`src/rtl/irq_prio_pkg.sv`:
```
package irq_prio_pkg;
  localparam int LINES = 8;
  localparam int LW    = $clog2(LINES);
  localparam int DW    = 8;
  localparam int VBW   = DW - LW;

  // strobes from control to datapath, one cycle each
  typedef struct packed {
    logic           clearAll;
    logic           loadMask;
    logic           clrTop;
    logic           clrLine;
    logic           rotate;
    logic           setBase;
    logic           ack;
    logic           pollTake;
    logic [LW-1:0]  cmdLine;
  } dpStrobe_t;

  // configuration and read-side state held by control
  typedef struct packed {
    logic [VBW-1:0] vecBase;
    logic           autoEoi;
    logic           rotAutoEoi;
    logic           sfnMode;
    logic           readIsr;
    logic           pollPend;
  } modeState_t;

  // distance from base to the first set bit; LINES when empty
  function automatic logic [LW:0] scanPrio(input logic [LINES-1:0] vec,
                                           input logic [LW-1:0] base);
    logic [LW:0]   p;
    logic [LW-1:0] idx;
    p = (LW+1)'(LINES);
    for (int i = LINES - 1; i >= 0; i--) begin
      idx = base + LW'(i);
      if (vec[idx]) p = (LW+1)'(i);
    end
    return p;
  endfunction
endpackage

```
`src/rtl/irq_prio_resolver.sv`:
```
module irq_prio_resolver
  import irq_prio_pkg::*;
(
  input  logic [LINES-1:0] vec,
  input  logic [LW-1:0]    base,
  output logic [LW:0]      prio,
  output logic [LW-1:0]    line
);
  assign prio = scanPrio(vec, base);
  assign line = base + prio[LW-1:0];
endmodule

```
`src/rtl/irq_prio_ctrl.sv`:
```
module irq_prio_ctrl
  import irq_prio_pkg::*;
(
  input  logic          clk,
  input  logic          rstN,
  input  logic          addr,
  input  logic          wrEn,
  input  logic [DW-1:0] wrData,
  input  logic          rdEn,
  input  logic          intAck,
  output dpStrobe_t     strobe,
  output modeState_t    mode
);
  typedef enum logic [1:0] {ST_RUN, ST_VEC, ST_SKIP, ST_MODE} initStep_e;

  initStep_e step;
  logic      needMode;
  logic      isCmdWr;
  logic      isDataWr;

  assign isCmdWr  = wrEn && !addr;
  assign isDataWr = wrEn && addr;

  always_comb begin
    strobe          = '0;
    strobe.cmdLine  = wrData[LW-1:0];
    strobe.ack      = intAck;
    strobe.pollTake = rdEn && !addr && mode.pollPend;
    strobe.loadMask = isDataWr && (step == ST_RUN);
    if (isCmdWr && wrData[4]) begin
      strobe.clearAll = 1'b1;
    end else if (isCmdWr && !wrData[3]) begin
      unique case (wrData[7:5])
        3'd1: strobe.clrTop = 1'b1;
        3'd5: begin strobe.clrTop = 1'b1; strobe.rotate = 1'b1; end
        3'd3: strobe.clrLine = 1'b1;
        3'd6: strobe.setBase = 1'b1;
        3'd7: begin strobe.clrLine = 1'b1; strobe.rotate = 1'b1; end
        default: ;
      endcase
    end
  end

  always_ff @(posedge clk) begin
    if (!rstN) begin
      step     <= ST_RUN;
      needMode <= 1'b0;
      mode     <= '0;
    end else begin
      if (strobe.pollTake) mode.pollPend <= 1'b0;
      if (isCmdWr) begin
        if (wrData[4]) begin
          mode     <= '0;
          step     <= ST_VEC;
          needMode <= wrData[0];
        end else if (wrData[3]) begin
          if (wrData[2]) mode.pollPend <= 1'b1;
          if (wrData[1]) mode.readIsr  <= wrData[0];
        end else if (wrData[6:5] == 2'b00) begin
          mode.rotAutoEoi <= wrData[7];
        end
      end
      if (isDataWr) begin
        unique case (step)
          ST_VEC: begin
            mode.vecBase <= wrData[DW-1:LW];
            step         <= ST_SKIP;
          end
          ST_SKIP: step <= needMode ? ST_MODE : ST_RUN;
          ST_MODE: begin
            mode.sfnMode <= wrData[4];
            mode.autoEoi <= wrData[1];
            step         <= ST_RUN;
          end
          default: ;
        endcase
      end
    end
  end
endmodule

```
`src/rtl/irq_prio_datapath.sv`:
```
module irq_prio_datapath
  import irq_prio_pkg::*;
#(
  parameter int CASCADE_LINE = 2
)(
  input  logic             clk,
  input  logic             rstN,
  input  logic [LINES-1:0] reqLines,
  input  logic [DW-1:0]    wrData,
  input  logic             addr,
  input  dpStrobe_t        strobe,
  input  modeState_t       mode,
  output logic [DW-1:0]    rdData,
  output logic [DW-1:0]    ackVector,
  output logic             intOut,
  output logic [LINES-1:0] irr,
  output logic [LINES-1:0] isr,
  output logic [LINES-1:0] imr,
  output logic             winValid,
  output logic [LW-1:0]    winLine
);
  logic [LINES-1:0] lastReq;
  logic [LW-1:0]    base;
  logic [LINES-1:0] irrN, isrN, imrN, curMask;
  logic [LW-1:0]    baseN;
  logic [LW:0]      pendPrio, topPrio, curPrio;
  logic [LW-1:0]    topLine;
  logic             topValid;

  irq_prio_resolver u_pendRes (
    .vec (irr & ~imr),
    .base(base),
    .prio(pendPrio),
    .line(winLine)
  );

  irq_prio_resolver u_isrRes (
    .vec (isr),
    .base(base),
    .prio(topPrio),
    .line(topLine)
  );

  always_comb begin
    curMask = isr;
    if (mode.sfnMode) curMask[CASCADE_LINE] = 1'b0;
  end

  assign curPrio  = scanPrio(curMask, base);
  assign topValid = !topPrio[LW];
  assign winValid = pendPrio < curPrio;

  always_comb begin
    irrN  = irr;
    isrN  = isr;
    imrN  = imr;
    baseN = base;
    if (strobe.ack && winValid) begin
      irrN[winLine] = 1'b0;
      if (mode.autoEoi) begin
        if (mode.rotAutoEoi) baseN = winLine + 1'b1;
      end else begin
        isrN[winLine] = 1'b1;
      end
    end
    if (strobe.pollTake && winValid) begin
      irrN[winLine] = 1'b0;
      isrN[winLine] = 1'b0;
    end
    if (strobe.clrTop && topValid) begin
      isrN[topLine] = 1'b0;
      if (strobe.rotate) baseN = topLine + 1'b1;
    end
    if (strobe.clrLine) begin
      isrN[strobe.cmdLine] = 1'b0;
      if (strobe.rotate) baseN = strobe.cmdLine + 1'b1;
    end
    if (strobe.setBase) baseN = strobe.cmdLine + 1'b1;
    if (strobe.loadMask) imrN = wrData;
    irrN = irrN | (reqLines & ~lastReq);
    if (strobe.clearAll) begin
      irrN  = '0;
      isrN  = '0;
      imrN  = '0;
      baseN = '0;
    end
  end

  always_ff @(posedge clk) begin
    if (!rstN) begin
      irr     <= '0;
      isr     <= '0;
      imr     <= '0;
      base    <= '0;
      lastReq <= '0;
      intOut  <= 1'b0;
    end else begin
      irr     <= irrN;
      isr     <= isrN;
      imr     <= imrN;
      base    <= baseN;
      lastReq <= reqLines;
      intOut  <= winValid && !strobe.clearAll;
    end
  end

  always_comb begin
    if (!addr && mode.pollPend)
      rdData = winValid ? DW'(winLine) : DW'(LINES - 1);
    else if (!addr)
      rdData = mode.readIsr ? isr : irr;
    else
      rdData = imr;
  end

  assign ackVector = {mode.vecBase, winValid ? winLine : LW'(LINES - 1)};
endmodule

```
`src/rtl/irq_prio_top.sv`:
```
module irq_prio_top
  import irq_prio_pkg::*;
#(
  parameter int CASCADE_LINE = 2
)(
  input  logic             clk,
  input  logic             rstN,
  input  logic [LINES-1:0] reqLines,
  input  logic             addr,
  input  logic             wrEn,
  input  logic [DW-1:0]    wrData,
  input  logic             rdEn,
  output logic [DW-1:0]    rdData,
  input  logic             intAck,
  output logic [DW-1:0]    ackVector,
  output logic             intOut
);
  dpStrobe_t        strobe;
  modeState_t       mode;
  logic [LINES-1:0] irr, isr, imr;
  logic             winValid;
  logic [LW-1:0]    winLine;
  logic             autoEoiQ, pollPendQ;

  assign autoEoiQ  = mode.autoEoi;
  assign pollPendQ = mode.pollPend;

  irq_prio_ctrl u_ctrl (
    .clk   (clk),
    .rstN  (rstN),
    .addr  (addr),
    .wrEn  (wrEn),
    .wrData(wrData),
    .rdEn  (rdEn),
    .intAck(intAck),
    .strobe(strobe),
    .mode  (mode)
  );

  irq_prio_datapath #(.CASCADE_LINE(CASCADE_LINE)) u_dp (
    .clk      (clk),
    .rstN     (rstN),
    .reqLines (reqLines),
    .wrData   (wrData),
    .addr     (addr),
    .strobe   (strobe),
    .mode     (mode),
    .rdData   (rdData),
    .ackVector(ackVector),
    .intOut   (intOut),
    .irr      (irr),
    .isr      (isr),
    .imr      (imr),
    .winValid (winValid),
    .winLine  (winLine)
  );
endmodule

```
`config.mk`:
```
export PLATFORM = sky130hd
export DESIGN_NAME = irq_prio_top
export DESIGN_NICKNAME = d
export VERILOG_FILES = /design/src/rtl/irq_prio_pkg.sv /design/src/rtl/irq_prio_resolver.sv /design/src/rtl/irq_prio_ctrl.sv /design/src/rtl/irq_prio_datapath.sv /design/src/rtl/irq_prio_top.sv
export SDC_FILE = /design/constraint.sdc
export NUM_CORES = 1
export LEC_CHECK = 0
export ABC_AREA = 1
export CELL_PAD_IN_SITES_DETAIL_PLACEMENT = 0
export CELL_PAD_IN_SITES_GLOBAL_PLACEMENT = 2
export CORE_UTILIZATION = 35
export CTS_BUF_LIST = sky130_fd_sc_hd__clkbuf_8 sky130_fd_sc_hd__clkbuf_16
export DETAILED_ROUTE_END_ITERATION = 10
export DONT_BUFFER_PORTS = 1
export PLACE_DENSITY_LB_ADDON = 0.25
export SYNTH_ARGS = -nofsm -noshare
export SYNTH_HDL_FRONTEND = slang
export SYNTH_SLANG_ARGS = --single-unit
```
`constraint.sdc`:
```
create_clock -name clk -period 6.45 [get_ports clk]
set_input_delay 1.29 -clock clk [delete_from_list [all_inputs] [get_ports clk]]
set_output_delay 1.29 -clock clk [all_outputs]
set_load 0.02 [all_outputs]
```
==> run summary <==
The core region is 10,800 µm². For the residual overflow from global routing, the log shows 0. Timing would allow up to 168 MHz. The buffer type at the clock tree root is sky130_fd_sc_hd__clkbuf_8. Post-synthesis share of cell area spent on xor and xnor gates: 0.0282. Measured along the x axis, the die boundary spans 108 µm. For this design, the sink count on the clock tree is 49. The tool flagged a number of max-cap violations equal to 0. Along the worst path, the maximum fanout reaches 13. At the worst endpoint, the arrival time is 4660 ps. The run finished with clean final reports. From synthesis to final layout, the design area changed by 3.02%. Type of the setup path with the least slack: flip-flop to output port. The area fraction in and, or, nand and nor cells after synthesis is 0.355, and the average wire per cell in the routed design is 16.0 µm.

Once detailed placement completed, the half-perimeter wirelength came to 10.2 mm. The total setup buffers inserted after CTS was 0; the post-route core utilization was 0.371. Main flop type after synthesis: sky130_fd_sc_hd__dfxtp_1.

DRC violation count after routing: 0. The transition at the pin with the smallest max-transition slack is 686 ps, and the worst path required time is 5160 ps. The final instance count without filler cells came out at 767. The mux contribution to synthesized area came out at 0.

The tools report the count of final hold-check violations as 0. The number of distinct library cells after synthesis is 43. The kind of end point of the critical path was an output port. The number of buffers added by the clock tree synthesis step was 5; the register clock-pin slew on the reported worst setup and hold paths was 110 ps. Across the whole layout, storage elements account for 981 µm². The number of placed instances with taps included was 759; the fraction of registers with async set or reset after synthesis was 0. After synthesis the netlist holds a flip-flop and latch count of 49.

After the first detailed-routing iteration, the DRC count stood at 287. Entering global routing, the biggest net connects 29 pins. The tools report the final-layout worst hold slack as 441 ps. Number of ports placed on the die boundary: 39.

The run gives 660 as the net count of the finished layout. The initial cell density of the core was 0.360; the worst IR drop on VDD was 0.130 mV. The count of cells along the worst hold path was 1; the total die area was 11,600 µm².

Final worst-path cycle share: 0.922. The run gives 2 as the deepest level of the CTS H-tree. The detail route stage leaves a number of antenna-violating nets equal to 0. The average cell area after synthesis is 6.11 µm², and the count of instances resized after the clock tree is built is 0. Overall power consumption after layout is estimated at 0.00101 W. Area fraction in compound gates after synthesis: 0.184. The routed layout has 3,922 vias. The first TritonRoute pass finished after 5 iterations. The logs give 2380 µm² for the multi-input combinational cell area and 0 ps for the final setup TNS. The overall routing resource usage was 0.225. The worst setup path is launched from a flip-flop. The number of standard-cell rows in the floorplan is 38. The run gives 0.860 as the placer congestion estimate. The relative slew slack was 0.542; the depth of the worst register-to-register path was 19. The logs give 320 ps for the source-to-sink clock delay at the later pin of the worst-skew pair and 1,237 for the fill cell total of the finished layout. The count of pins over their slew limit is 0. TritonCTS built the clock tree. Synthesis produced a netlist with a net count of 672. The count of flip-flops with a built-in enable after synthesis came out at 0. The power per cell area works out to 251 nW/µm². For the count of final setup violators, the log shows 0.

The leakage power of the design is 1.84 nW, and the maximum clock path buffer count is 2. The sequential share of the synthesized area was 0.252. For the final database, setup skew stands at 12.5 ps.

The number of buffers inserted by port buffering was 0. The first global-routing pass estimated 19.9 mm of wire. Wires add up to 12.3 mm. The number of vias per cell was 5.11. The slack of the worst reg-to-reg path came out at 1890 ps. The path class of the lowest-slack min-delay path was flip-flop to flip-flop. From bottom edge to top edge, the die measures 108 µm. For this design, the CTS-stage hold fixing added 0 buffers. The antenna cell count was 0. Synthesis produced 638 cells. The summed instance area of the synthesized netlist came out at 3900 µm². Yosys printed 0 warnings.

The initial antenna violation count was 0; the via count of the first global-routing pass was 3,765. By area, the combinational part of the netlist is dominated by simple AND/OR/NAND/NOR gates. The share of layout cells above drive strength 1 works out to 0.0558. The minimum period implied by the final worst setup slack is 5950 ps. Setup repair after global routing left no endpoint under its margin. The arithmetic-cell share of the synthesized area counting full adders, half adders and majority gates is 0.0423.
==> critical path, cell delays in order (launching register included) <==
cell and delay, ps:
sky130_fd_sc_hd__dfxtp_1 720, sky130_fd_sc_hd__inv_2 240, sky130_fd_sc_hd__ha_1 520, sky130_fd_sc_hd__clkinv_1 300, sky130_fd_sc_hd__o21ai_1 250, sky130_fd_sc_hd__nand2_1 70, sky130_fd_sc_hd__nand2_1 80, sky130_fd_sc_hd__nand2_1 70
sky130_fd_sc_hd__nor3_1 240, sky130_fd_sc_hd__nand2_1 120, sky130_fd_sc_hd__ha_1 300, sky130_fd_sc_hd__a21oi_1 530, sky130_fd_sc_hd__nand3_1 440, sky130_fd_sc_hd__nand2_1 160, sky130_fd_sc_hd__o221ai_1 300
==> power by group <==
part / internal (W) / switching (W)
registers: 0.000325 / 0.0000223
logic: 0.000123 / 0.000333
clock network: 0.0000815 / 0.000124
==> logic make-up (layout without fill, tap and decap cells) <==
| family | after synthesis | count (layout) |
|---|---|---|
| AOI/OAI and AO/OA | 130 | 130 |
| xor gates and xnor gates | 7 | 7 |
| adders and majority gates | 12 | 12 |
| buffers and inverters | 119 | 108 |
| DFF | 49 | 49 |
| and+or+nand+nor | 321 | 321 |
==> Yosys cell counts (5+ instances only) <==
library cell              count  area share
sky130_fd_sc_hd__nor2_1      44       0.042
sky130_fd_sc_hd__buf_6        9       0.026
sky130_fd_sc_hd__a21oi_1     41       0.053
sky130_fd_sc_hd__a31oi_1      5      0.0080
sky130_fd_sc_hd__o21ai_1     16       0.021
sky130_fd_sc_hd__o22ai_1      5      0.0080
sky130_fd_sc_hd__o21ai_0     46       0.059
sky130_fd_sc_hd__nand2_1    173        0.17
sky130_fd_sc_hd__dfxtp_1     49        0.25
sky130_fd_sc_hd__buf_4        6       0.012
sky130_fd_sc_hd__nand3_1     80        0.10
sky130_fd_sc_hd__ha_1        10       0.032
sky130_fd_sc_hd__inv_1       88       0.085
sky130_fd_sc_hd__inv_2        6      0.0058
sky130_fd_sc_hd__nor3_1       6      0.0077
==> stage by stage <==
stage,setup WS (ps),cell area [µm²]
floorplan,1610,3900
global placement,979,3920
detailed placement,848,3920
CTS,472,4020
global route,49.6,4020
finish,500,4020
==> final timing paths <==
kind | start | end
worst min-delay path | u_dp.lastReq[1]$_SDFF_PN0_ | u_dp.irr[1]$_SDFF_PP0_
worst min register to register | u_dp.lastReq[1]$_SDFF_PN0_ | u_dp.irr[1]$_SDFF_PP0_
worst max-delay path | u_dp.base[1]$_SDFF_PP0_ | rdData[0]
worst max register to register | u_dp.base[1]$_SDFF_PP0_ | u_dp.base[1]$_SDFF_PP0_
==> flip-flops by register name (all words and copies together), names as in the netlist <==
name / flops
u_dp.lastReq: 8
u_dp.imr: 8
u_ctrl.needMode: 1
u_dp.isr: 8
u_dp.base: 3
u_ctrl.step: 2
u_dp.intOut: 1
u_dp.irr: 8
u_ctrl.mode: 10
==> routing by layer <==
metal / GRT usage / routed length, µm
met2: 0.402 / 6000
met4: 0.0489 / 133
met5: 0 / 0
met3: 0.0309 / 466
met1: 0.286 / 5680
==> cell usage in the layout (no fill, tap or decap), types with 4 or more instances in the layout <==
cell type	count
sky130_fd_sc_hd__inv_1	88
sky130_fd_sc_hd__nand3_1	80
sky130_fd_sc_hd__ha_1	10
sky130_fd_sc_hd__nand3_2	4
sky130_fd_sc_hd__o21ai_1	16
sky130_fd_sc_hd__inv_2	6
sky130_fd_sc_hd__nand2_2	4
sky130_fd_sc_hd__nand2_1	173
sky130_fd_sc_hd__o21ai_0	46
sky130_fd_sc_hd__a21oi_1	41
sky130_fd_sc_hd__o211ai_1	4
sky130_fd_sc_hd__nor3_1	6
sky130_fd_sc_hd__nor2_1	44
sky130_fd_sc_hd__o22ai_1	5
sky130_fd_sc_hd__clkbuf_8	5
sky130_fd_sc_hd__dfxtp_1	49
sky130_fd_sc_hd__nand4_1	4
sky130_fd_sc_hd__a31oi_1	5
==> final cells by class <==
class	instances	share of cell area
Sequential cell	49	0.244
Clock inverter	3	0.00716
Timing Repair Buffer	2	0.00374
Inverter	98	0.0922
Multi-Input combinational cell	470	0.592
Clock buffer	5	0.0171
Tap cell	140	0.0436
Power figures use the tool's default switching activity.
